File: src/rtl/cfgpio_pkg.sv
`timescale 1ns/1ps
package cfgpio_pkg;

  localparam int REG_IDX_W = 4;
  localparam int TYPE_W    = 4;
  localparam int CPL_W     = 3;
  localparam int STAT_LSB  = 7;

  typedef enum logic [REG_IDX_W-1:0] {
    RI_START   = 4'd0,
    RI_DONE    = 4'd1,
    RI_CTRL    = 4'd2,
    RI_STAT    = 4'd3,
    RI_ADDR_LO = 4'd4,
    RI_ADDR_HI = 4'd5,
    RI_WDATA   = 4'd6,
    RI_STRB    = 4'd7,
    RI_RDATA   = 4'd8
  } reg_idx_e;

  typedef enum logic [1:0] {
    SQ_IDLE = 2'd0,
    SQ_REQ  = 2'd1,
    SQ_WAIT = 2'd2
  } seq_state_e;

  typedef struct packed {
    logic write;
    logic type1;
  } xact_kind_t;

  // bit 1 of the code picks direction, bit 0 picks the cycle type
  function automatic xact_kind_t decode_kind(input logic [TYPE_W-1:0] code);
    xact_kind_t k;
    k.write = code[1];
    k.type1 = code[0];
    return k;
  endfunction

  function automatic logic [31:0] place_status(input logic [CPL_W-1:0] s);
    logic [31:0] w;
    w = '0;
    w[STAT_LSB +: CPL_W] = s;
    return w;
  endfunction

endpackage

File: src/rtl/cfgpio_regs.sv
`timescale 1ns/1ps
module cfgpio_regs
  import cfgpio_pkg::*;
#(
  parameter int DATA_W = 32,
  parameter int STRB_W = DATA_W / 8
) (
  input  logic                 clk,
  input  logic                 rst_n,
  input  logic                 wen,
  input  logic [REG_IDX_W-1:0] widx,
  input  logic [DATA_W-1:0]    wdata,
  output logic [TYPE_W-1:0]    type_q,
  output logic [DATA_W-1:0]    addr_lo_q,
  output logic [DATA_W-1:0]    addr_hi_q,
  output logic [DATA_W-1:0]    wdata_q,
  output logic [STRB_W-1:0]    strb_q,
  output logic                 start_wr,
  output logic                 start_val,
  output logic                 done_clr
);

  always_ff @(posedge clk) begin
    if (!rst_n) begin
      type_q    <= '0;
      addr_lo_q <= '0;
      addr_hi_q <= '0;
      wdata_q   <= '0;
      strb_q    <= '0;
    end else if (wen) begin
      case (widx)
        RI_CTRL:    type_q    <= wdata[TYPE_W-1:0];
        RI_ADDR_LO: addr_lo_q <= wdata;
        RI_ADDR_HI: addr_hi_q <= wdata;
        RI_WDATA:   wdata_q   <= wdata;
        RI_STRB:    strb_q    <= wdata[STRB_W-1:0];
        default: ;
      endcase
    end
  end

  // command pulses for the sequencer and the done flag
  assign start_wr  = wen && (widx == RI_START);
  assign start_val = wdata[0];
  assign done_clr  = wen && (widx == RI_DONE) && wdata[0];

endmodule

File: src/rtl/cfgpio_seq.sv
`timescale 1ns/1ps
module cfgpio_seq
  import cfgpio_pkg::*;
#(
  parameter int DATA_W = 32,
  parameter int STRB_W = DATA_W / 8,
  localparam int RA_W  = 2 * DATA_W
) (
  input  logic              clk,
  input  logic              rst_n,
  input  logic              start_wr,
  input  logic              start_val,
  input  xact_kind_t        kind,
  input  logic [DATA_W-1:0] addr_lo,
  input  logic [DATA_W-1:0] addr_hi,
  input  logic [DATA_W-1:0] wdata,
  input  logic [STRB_W-1:0] strb,
  input  logic              req_ready,
  input  logic              cpl_valid,
  output logic              req_valid,
  output logic              req_write,
  output logic              req_type1,
  output logic [RA_W-1:0]   req_addr,
  output logic [DATA_W-1:0] req_wdata,
  output logic [STRB_W-1:0] req_strb,
  output logic              busy,
  output logic              launch_evt,
  output logic              accept_evt,
  output logic              finish_evt,
  output logic              abort_evt
);

  seq_state_e state_q;
  xact_kind_t kind_s;
  logic [RA_W-1:0]   addr_s;
  logic [DATA_W-1:0] wdata_s;
  logic [STRB_W-1:0] strb_s;

  assign busy       = (state_q != SQ_IDLE);
  assign req_valid  = (state_q == SQ_REQ);
  assign launch_evt = start_wr && start_val && !busy;
  assign abort_evt  = start_wr && !start_val && busy;
  assign accept_evt = req_valid && req_ready;
  assign finish_evt = (state_q == SQ_WAIT) && cpl_valid && !abort_evt;

  always_ff @(posedge clk) begin
    if (!rst_n) begin
      state_q <= SQ_IDLE;
      kind_s  <= '0;
      addr_s  <= '0;
      wdata_s <= '0;
      strb_s  <= '0;
    end else begin
      case (state_q)
        SQ_IDLE: if (launch_evt) state_q <= SQ_REQ;
        SQ_REQ: begin
          if (abort_evt)       state_q <= SQ_IDLE;
          else if (accept_evt) state_q <= SQ_WAIT;
        end
        SQ_WAIT: if (abort_evt || finish_evt) state_q <= SQ_IDLE;
        default: state_q <= SQ_IDLE;
      endcase
      if (launch_evt) begin
        kind_s  <= kind;
        addr_s  <= {addr_hi, addr_lo};
        wdata_s <= wdata;
        strb_s  <= strb;
      end
    end
  end

  assign req_write = kind_s.write;
  assign req_type1 = kind_s.type1;
  assign req_addr  = addr_s;
  assign req_wdata = wdata_s;
  assign req_strb  = strb_s;

endmodule

File: src/rtl/cfgpio_capture.sv
`timescale 1ns/1ps
module cfgpio_capture
  import cfgpio_pkg::*;
#(
  parameter int DATA_W = 32
) (
  input  logic              clk,
  input  logic              rst_n,
  input  logic              launch_evt,
  input  logic              finish_evt,
  input  logic              is_write,
  input  logic              done_clr,
  input  logic [CPL_W-1:0]  cpl_status,
  input  logic [DATA_W-1:0] cpl_data,
  output logic [CPL_W-1:0]  status_q,
  output logic [DATA_W-1:0] rdata_q,
  output logic              done_q
);

  always_ff @(posedge clk) begin
    if (!rst_n) begin
      status_q <= '0;
      rdata_q  <= '0;
      done_q   <= 1'b0;
    end else begin
      if (launch_evt)      status_q <= '0;
      else if (finish_evt) status_q <= cpl_status;

      if (finish_evt && !is_write) rdata_q <= cpl_data;

      // a completion in the same cycle as a clear wins
      if (finish_evt)    done_q <= 1'b1;
      else if (done_clr) done_q <= 1'b0;
    end
  end

endmodule

File: src/rtl/cfg_pio_engine.sv
`timescale 1ns/1ps
module cfg_pio_engine
  import cfgpio_pkg::*;
#(
  parameter int DATA_W  = 32,
  localparam int STRB_W = DATA_W / 8,
  localparam int RA_W   = 2 * DATA_W
) (
  input  logic                 clk,
  input  logic                 rst_n,
  input  logic                 bus_wen,
  input  logic [REG_IDX_W-1:0] bus_addr,
  input  logic [DATA_W-1:0]    bus_wdata,
  output logic [DATA_W-1:0]    bus_rdata,
  output logic                 req_valid,
  input  logic                 req_ready,
  output logic                 req_write,
  output logic                 req_type1,
  output logic [RA_W-1:0]      req_addr,
  output logic [DATA_W-1:0]    req_wdata,
  output logic [STRB_W-1:0]    req_strb,
  input  logic                 cpl_valid,
  input  logic [CPL_W-1:0]     cpl_status,
  input  logic [DATA_W-1:0]    cpl_data
);

  logic [TYPE_W-1:0] type_q;
  logic [DATA_W-1:0] addr_lo_q, addr_hi_q, wdata_q, rdata_q;
  logic [STRB_W-1:0] strb_q;
  logic [CPL_W-1:0]  status_q;
  logic start_wr, start_val, done_clr, done_q, busy;
  logic launch_evt, accept_evt, finish_evt, abort_evt;
  xact_kind_t kind;

  assign kind = decode_kind(type_q);

  cfgpio_regs #(.DATA_W(DATA_W), .STRB_W(STRB_W)) u_regs (
    .clk(clk), .rst_n(rst_n), .wen(bus_wen), .widx(bus_addr), .wdata(bus_wdata),
    .type_q(type_q), .addr_lo_q(addr_lo_q), .addr_hi_q(addr_hi_q),
    .wdata_q(wdata_q), .strb_q(strb_q),
    .start_wr(start_wr), .start_val(start_val), .done_clr(done_clr)
  );

  cfgpio_seq #(.DATA_W(DATA_W), .STRB_W(STRB_W)) u_seq (
    .clk(clk), .rst_n(rst_n), .start_wr(start_wr), .start_val(start_val),
    .kind(kind), .addr_lo(addr_lo_q), .addr_hi(addr_hi_q), .wdata(wdata_q),
    .strb(strb_q), .req_ready(req_ready), .cpl_valid(cpl_valid),
    .req_valid(req_valid), .req_write(req_write), .req_type1(req_type1),
    .req_addr(req_addr), .req_wdata(req_wdata), .req_strb(req_strb),
    .busy(busy), .launch_evt(launch_evt), .accept_evt(accept_evt),
    .finish_evt(finish_evt), .abort_evt(abort_evt)
  );

  cfgpio_capture #(.DATA_W(DATA_W)) u_cap (
    .clk(clk), .rst_n(rst_n), .launch_evt(launch_evt), .finish_evt(finish_evt),
    .is_write(req_write), .done_clr(done_clr), .cpl_status(cpl_status),
    .cpl_data(cpl_data), .status_q(status_q), .rdata_q(rdata_q), .done_q(done_q)
  );

  always_comb begin
    bus_rdata = '0;
    case (bus_addr)
      RI_START:   bus_rdata[0] = busy;
      RI_DONE:    bus_rdata[0] = done_q;
      RI_CTRL:    bus_rdata[TYPE_W-1:0] = type_q;
      RI_STAT:    bus_rdata = place_status(status_q);
      RI_ADDR_LO: bus_rdata = addr_lo_q;
      RI_ADDR_HI: bus_rdata = addr_hi_q;
      RI_WDATA:   bus_rdata = wdata_q;
      RI_STRB:    bus_rdata[STRB_W-1:0] = strb_q;
      RI_RDATA:   bus_rdata = rdata_q;
      default:    bus_rdata = '0;
    endcase
  end

endmodule

File: config.mk
export PLATFORM = sky130hd
export DESIGN_NAME = cfg_pio_engine
export DESIGN_NICKNAME = d
export VERILOG_FILES = /design/src/rtl/cfgpio_pkg.sv /design/src/rtl/cfgpio_regs.sv /design/src/rtl/cfgpio_seq.sv /design/src/rtl/cfgpio_capture.sv /design/src/rtl/cfg_pio_engine.sv
export SDC_FILE = /design/constraint.sdc
export NUM_CORES = 1
export LEC_CHECK = 0
export CORE_MARGIN = 3
export CORE_UTILIZATION = 52
export DETAILED_ROUTE_END_ITERATION = 10
export GPL_TIMING_DRIVEN = 0
export PLACE_DENSITY = 0.83
export SLEW_MARGIN = 20
export SYNTH_ARGS = -nofsm -noshare
export SYNTH_HDL_FRONTEND = slang
export SYNTH_HIERARCHICAL = 1
export SYNTH_SLANG_ARGS = --single-unit
File: constraint.sdc
create_clock -name clk -period 2.3 [get_ports clk]
set_clock_uncertainty 0.1 [all_clocks]
set_input_delay 0.23 -clock clk [delete_from_list [all_inputs] [get_ports clk]]
set_output_delay 0.23 -clock clk [all_outputs]
set_load 0.02 [all_outputs]
==> flow_summary.yaml, run 1 <==
timing:
  worstMarginPinSlew_ns: 0.786
  fin_crit_sh: 0.996
  setup_viol_count_final: 0
  fmax_mhz: 437
  slew_viol_final: 0
  slew_headroom: 0.476
  hold_viol_final: 0
  fin_crit_ns: 2.29
global_routing:
  grt_antenna_before_repair: 0
  grt_first_pass_wirelength_um: 51800
  grt_max_degree: 15
  grt_overflow_total: 0
  grtUsageTotal: 0.296
  grt_pass1_vias: 9493
floorplan:
  die_y_um: 148
  die_x_um: 148
  coreArea_mm2: 0.0197
  dieArea_mm2: 0.0220
  initial_core_util: 0.536
  rows: 51
  design.portCount: 211
run:
  drv_cap: 0
clocking:
  clk_latency_ns: 0.53
  clk_path_buf_depth: 3
  cts_tree: "yes"
  cts_buffers: 25
  cts-htree-levels: 1
  clkSinkCount: 244
  root_buffer: "clkbuf_16"
  clk_pin_slew_worst_paths_ns: 0.06
detailed_routing:
  drt_wl_total_um: 34000
  vias: 9537
  first_pass_iters: 5
  drc: 0
  viasPerCell: 5.70
  drtIter0Drc: 932
  routedWlPerCell_um: 20.3
  antenna_left: 0
worst_setup_path:
  path_delay_family: "buffers and inverters"
  arrival_ns: 1.96
  worst_setup_path_start_kind: "primary input"
  max_stage_delay_ns: 0.40
  cp.buffers_inverters: 4
  crit_slowest_cell: "dlygate4sd2_1"
  path_max_fanout: 10
  path_class: "primary input to output pin"
  worstPathCellList: "dlygate4sd2_1, and2b_4, and2_1, buf_4, buf_6, a22oi_1, o21ai_1, clkdlybuf4s15_2"
  crit_path_end_kind: "output pin"
  required_ns: 1.97
placement:
  dp_hpwl_um: 24400
  place_area_mm2: 0.0130
  port_buffers: 210
  place.gp.congestion: 0.917
synthesis:
  syn_area_mm2: 0.0105
  postSynthCellCount: 1150
  yosysWarnings: 6
  syn_nets: 1226
  synth_area_per_cell_um2: 9.16
cells_and_area:
  drive_gt1_frac: 0.0987
  multi_input_area_mm2: 0.00504
  final_core_util: 0.707
  stdcell_area_mm2: 0.0139
  fillers: 1505
  layout_commonest_cell: "nand2_1"
  syn2layout_area_growth_pct: 31.9
  fin_nets: 1465
  layout.area.seq_mm2: 0.00488
  mostFrequentLayoutCells: "411 x nand2_1, 244 x mux2i_1, 244 x dfxtp_1, 174 x clkdlybuf4s50_1, 59 x a22oi_1"
  antenna_cells: 0
outcome:
  outcome: "finished clean"
pwr:
  ir_worst_vdd_uv: 563
  p_leak_nw: 4.97
  cellPowerDensity_mw_per_mm2: 673
min_path:
  min_path_type: "primary input to flop"
-- final cells by class --
| class | instances | area share |
|---|---|---|
| sequential | 244 | 0.352 |
| clock buffer | 34 | 0.0525 |
| clock inverter | 12 | 0.0136 |
| timing repair buffer | 212 | 0.148 |
| multi-input combinational | 807 | 0.363 |
| buffer | 96 | 0.0473 |
| inverter | 3 | 0.000811 |
| tap | 265 | 0.0239 |
-- registers in the layout (all words and copies together) (netlist names) --
register          count
u_seq/req_write       1
u_seq/req_addr       64
u_seq/req_type1       1
u_cap/done_q          1
u_seq/req_wdata      32
u_regs/addr_hi_q     32
u_regs/strb_q         4
u_seq/state_q         2
u_regs/addr_lo_q     32
u_seq/req_strb        4
u_regs/type_q         4
u_cap/rdata_q        32
u_cap/status_q        3
u_regs/wdata_q       32
-- final timing paths --
| path | startpoint | end | slack, ns | cells after the start |
|---|---|---|---|---|
| setup / recovery | bus_addr[3] | bus_rdata[19] | 0.009 | 8 |
| hold / removal | cpl_data[26] | u_cap/rdata_q[26] | 0.15 | 3 |
| setup reg to reg | u_seq/state_q[1] | u_cap/rdata_q[24] | 0.62 | 7 |
| hold reg to reg | u_seq/req_addr[36] | u_seq/req_addr[36] | 0.36 | 2 |
-- worst reg2reg max path: cells and delay by family, from the launching register on --
kind | cells | cell delay, ns
flip-flops | 1 | 0.42
multiplexers | 1 | 0.21
buffers and inverters | 3 | 0.48
AND/OR/NAND/NOR | 3 | 0.41
-- routing by layer --
metal | up-vias | global-route usage | share of wire
li1 | 4357 | - | -
met1 | 4499 | 0.383 | 0.40
met2 | 560 | 0.479 | 0.46
met3 | 121 | 0.0655 | 0.093
met4 | 0 | 0.133 | 0.048
met5 | - | 0 | 0
-- metrics by stage --
| stage | instances | setup WS (ns) | TNS, ns | power (W) | hold WS [ns] |
|---|---|---|---|---|---|
| finish | 1673 | 0.00926 | 0 | 0.00936 | 0.154 |
| global placement | 1625 | -0.949 | -82.45 | 0.00493 | 0.342 |
| global route | 1673 | -0.00488 | -0.00775 | 0.00960 | 0.159 |
| floorplan | 1150 | 0.331 | 0 | 0.00464 | 0.272 |
| detailed placement | 1625 | -1.03 | -87.12 | 0.00494 | 0.345 |
| CTS | 1672 | 0.00242 | 0 | 0.00936 | 0.149 |
-- where the power goes --
group / switching [W] / total [W] / leakage, nW / internal [W]
Clock: 0.00171 / 0.00448 / 0.459 / 0.00278
Combinational: 0.000368 / 0.000597 / 2.54 / 0.000229
Sequential: 0.0000239 / 0.00428 / 1.97 / 0.00425
-- what timing repair did --
action | in CTS | in global routing
setup buffers | 1 | 1
resized for setup | 83 | 23
setup endpoints to repair | 32 | 31
hold buffers | 0 | 0
pin swaps | 1 | 0
No activity file was read; power rests on OpenSTA's default activity.
==> run 2: changes to the inputs <==
- CTS_CLUSTER_SIZE: not set -> 20
==> results of run 2 <==
No change in the layout: final DEF, timing and power equal those of run 1.
==> run 3: changes to the inputs <==
- SLEW_MARGIN: 20 -> 30
==> results of run 3 <==
No change in the layout: final DEF, timing and power equal those of run 1.
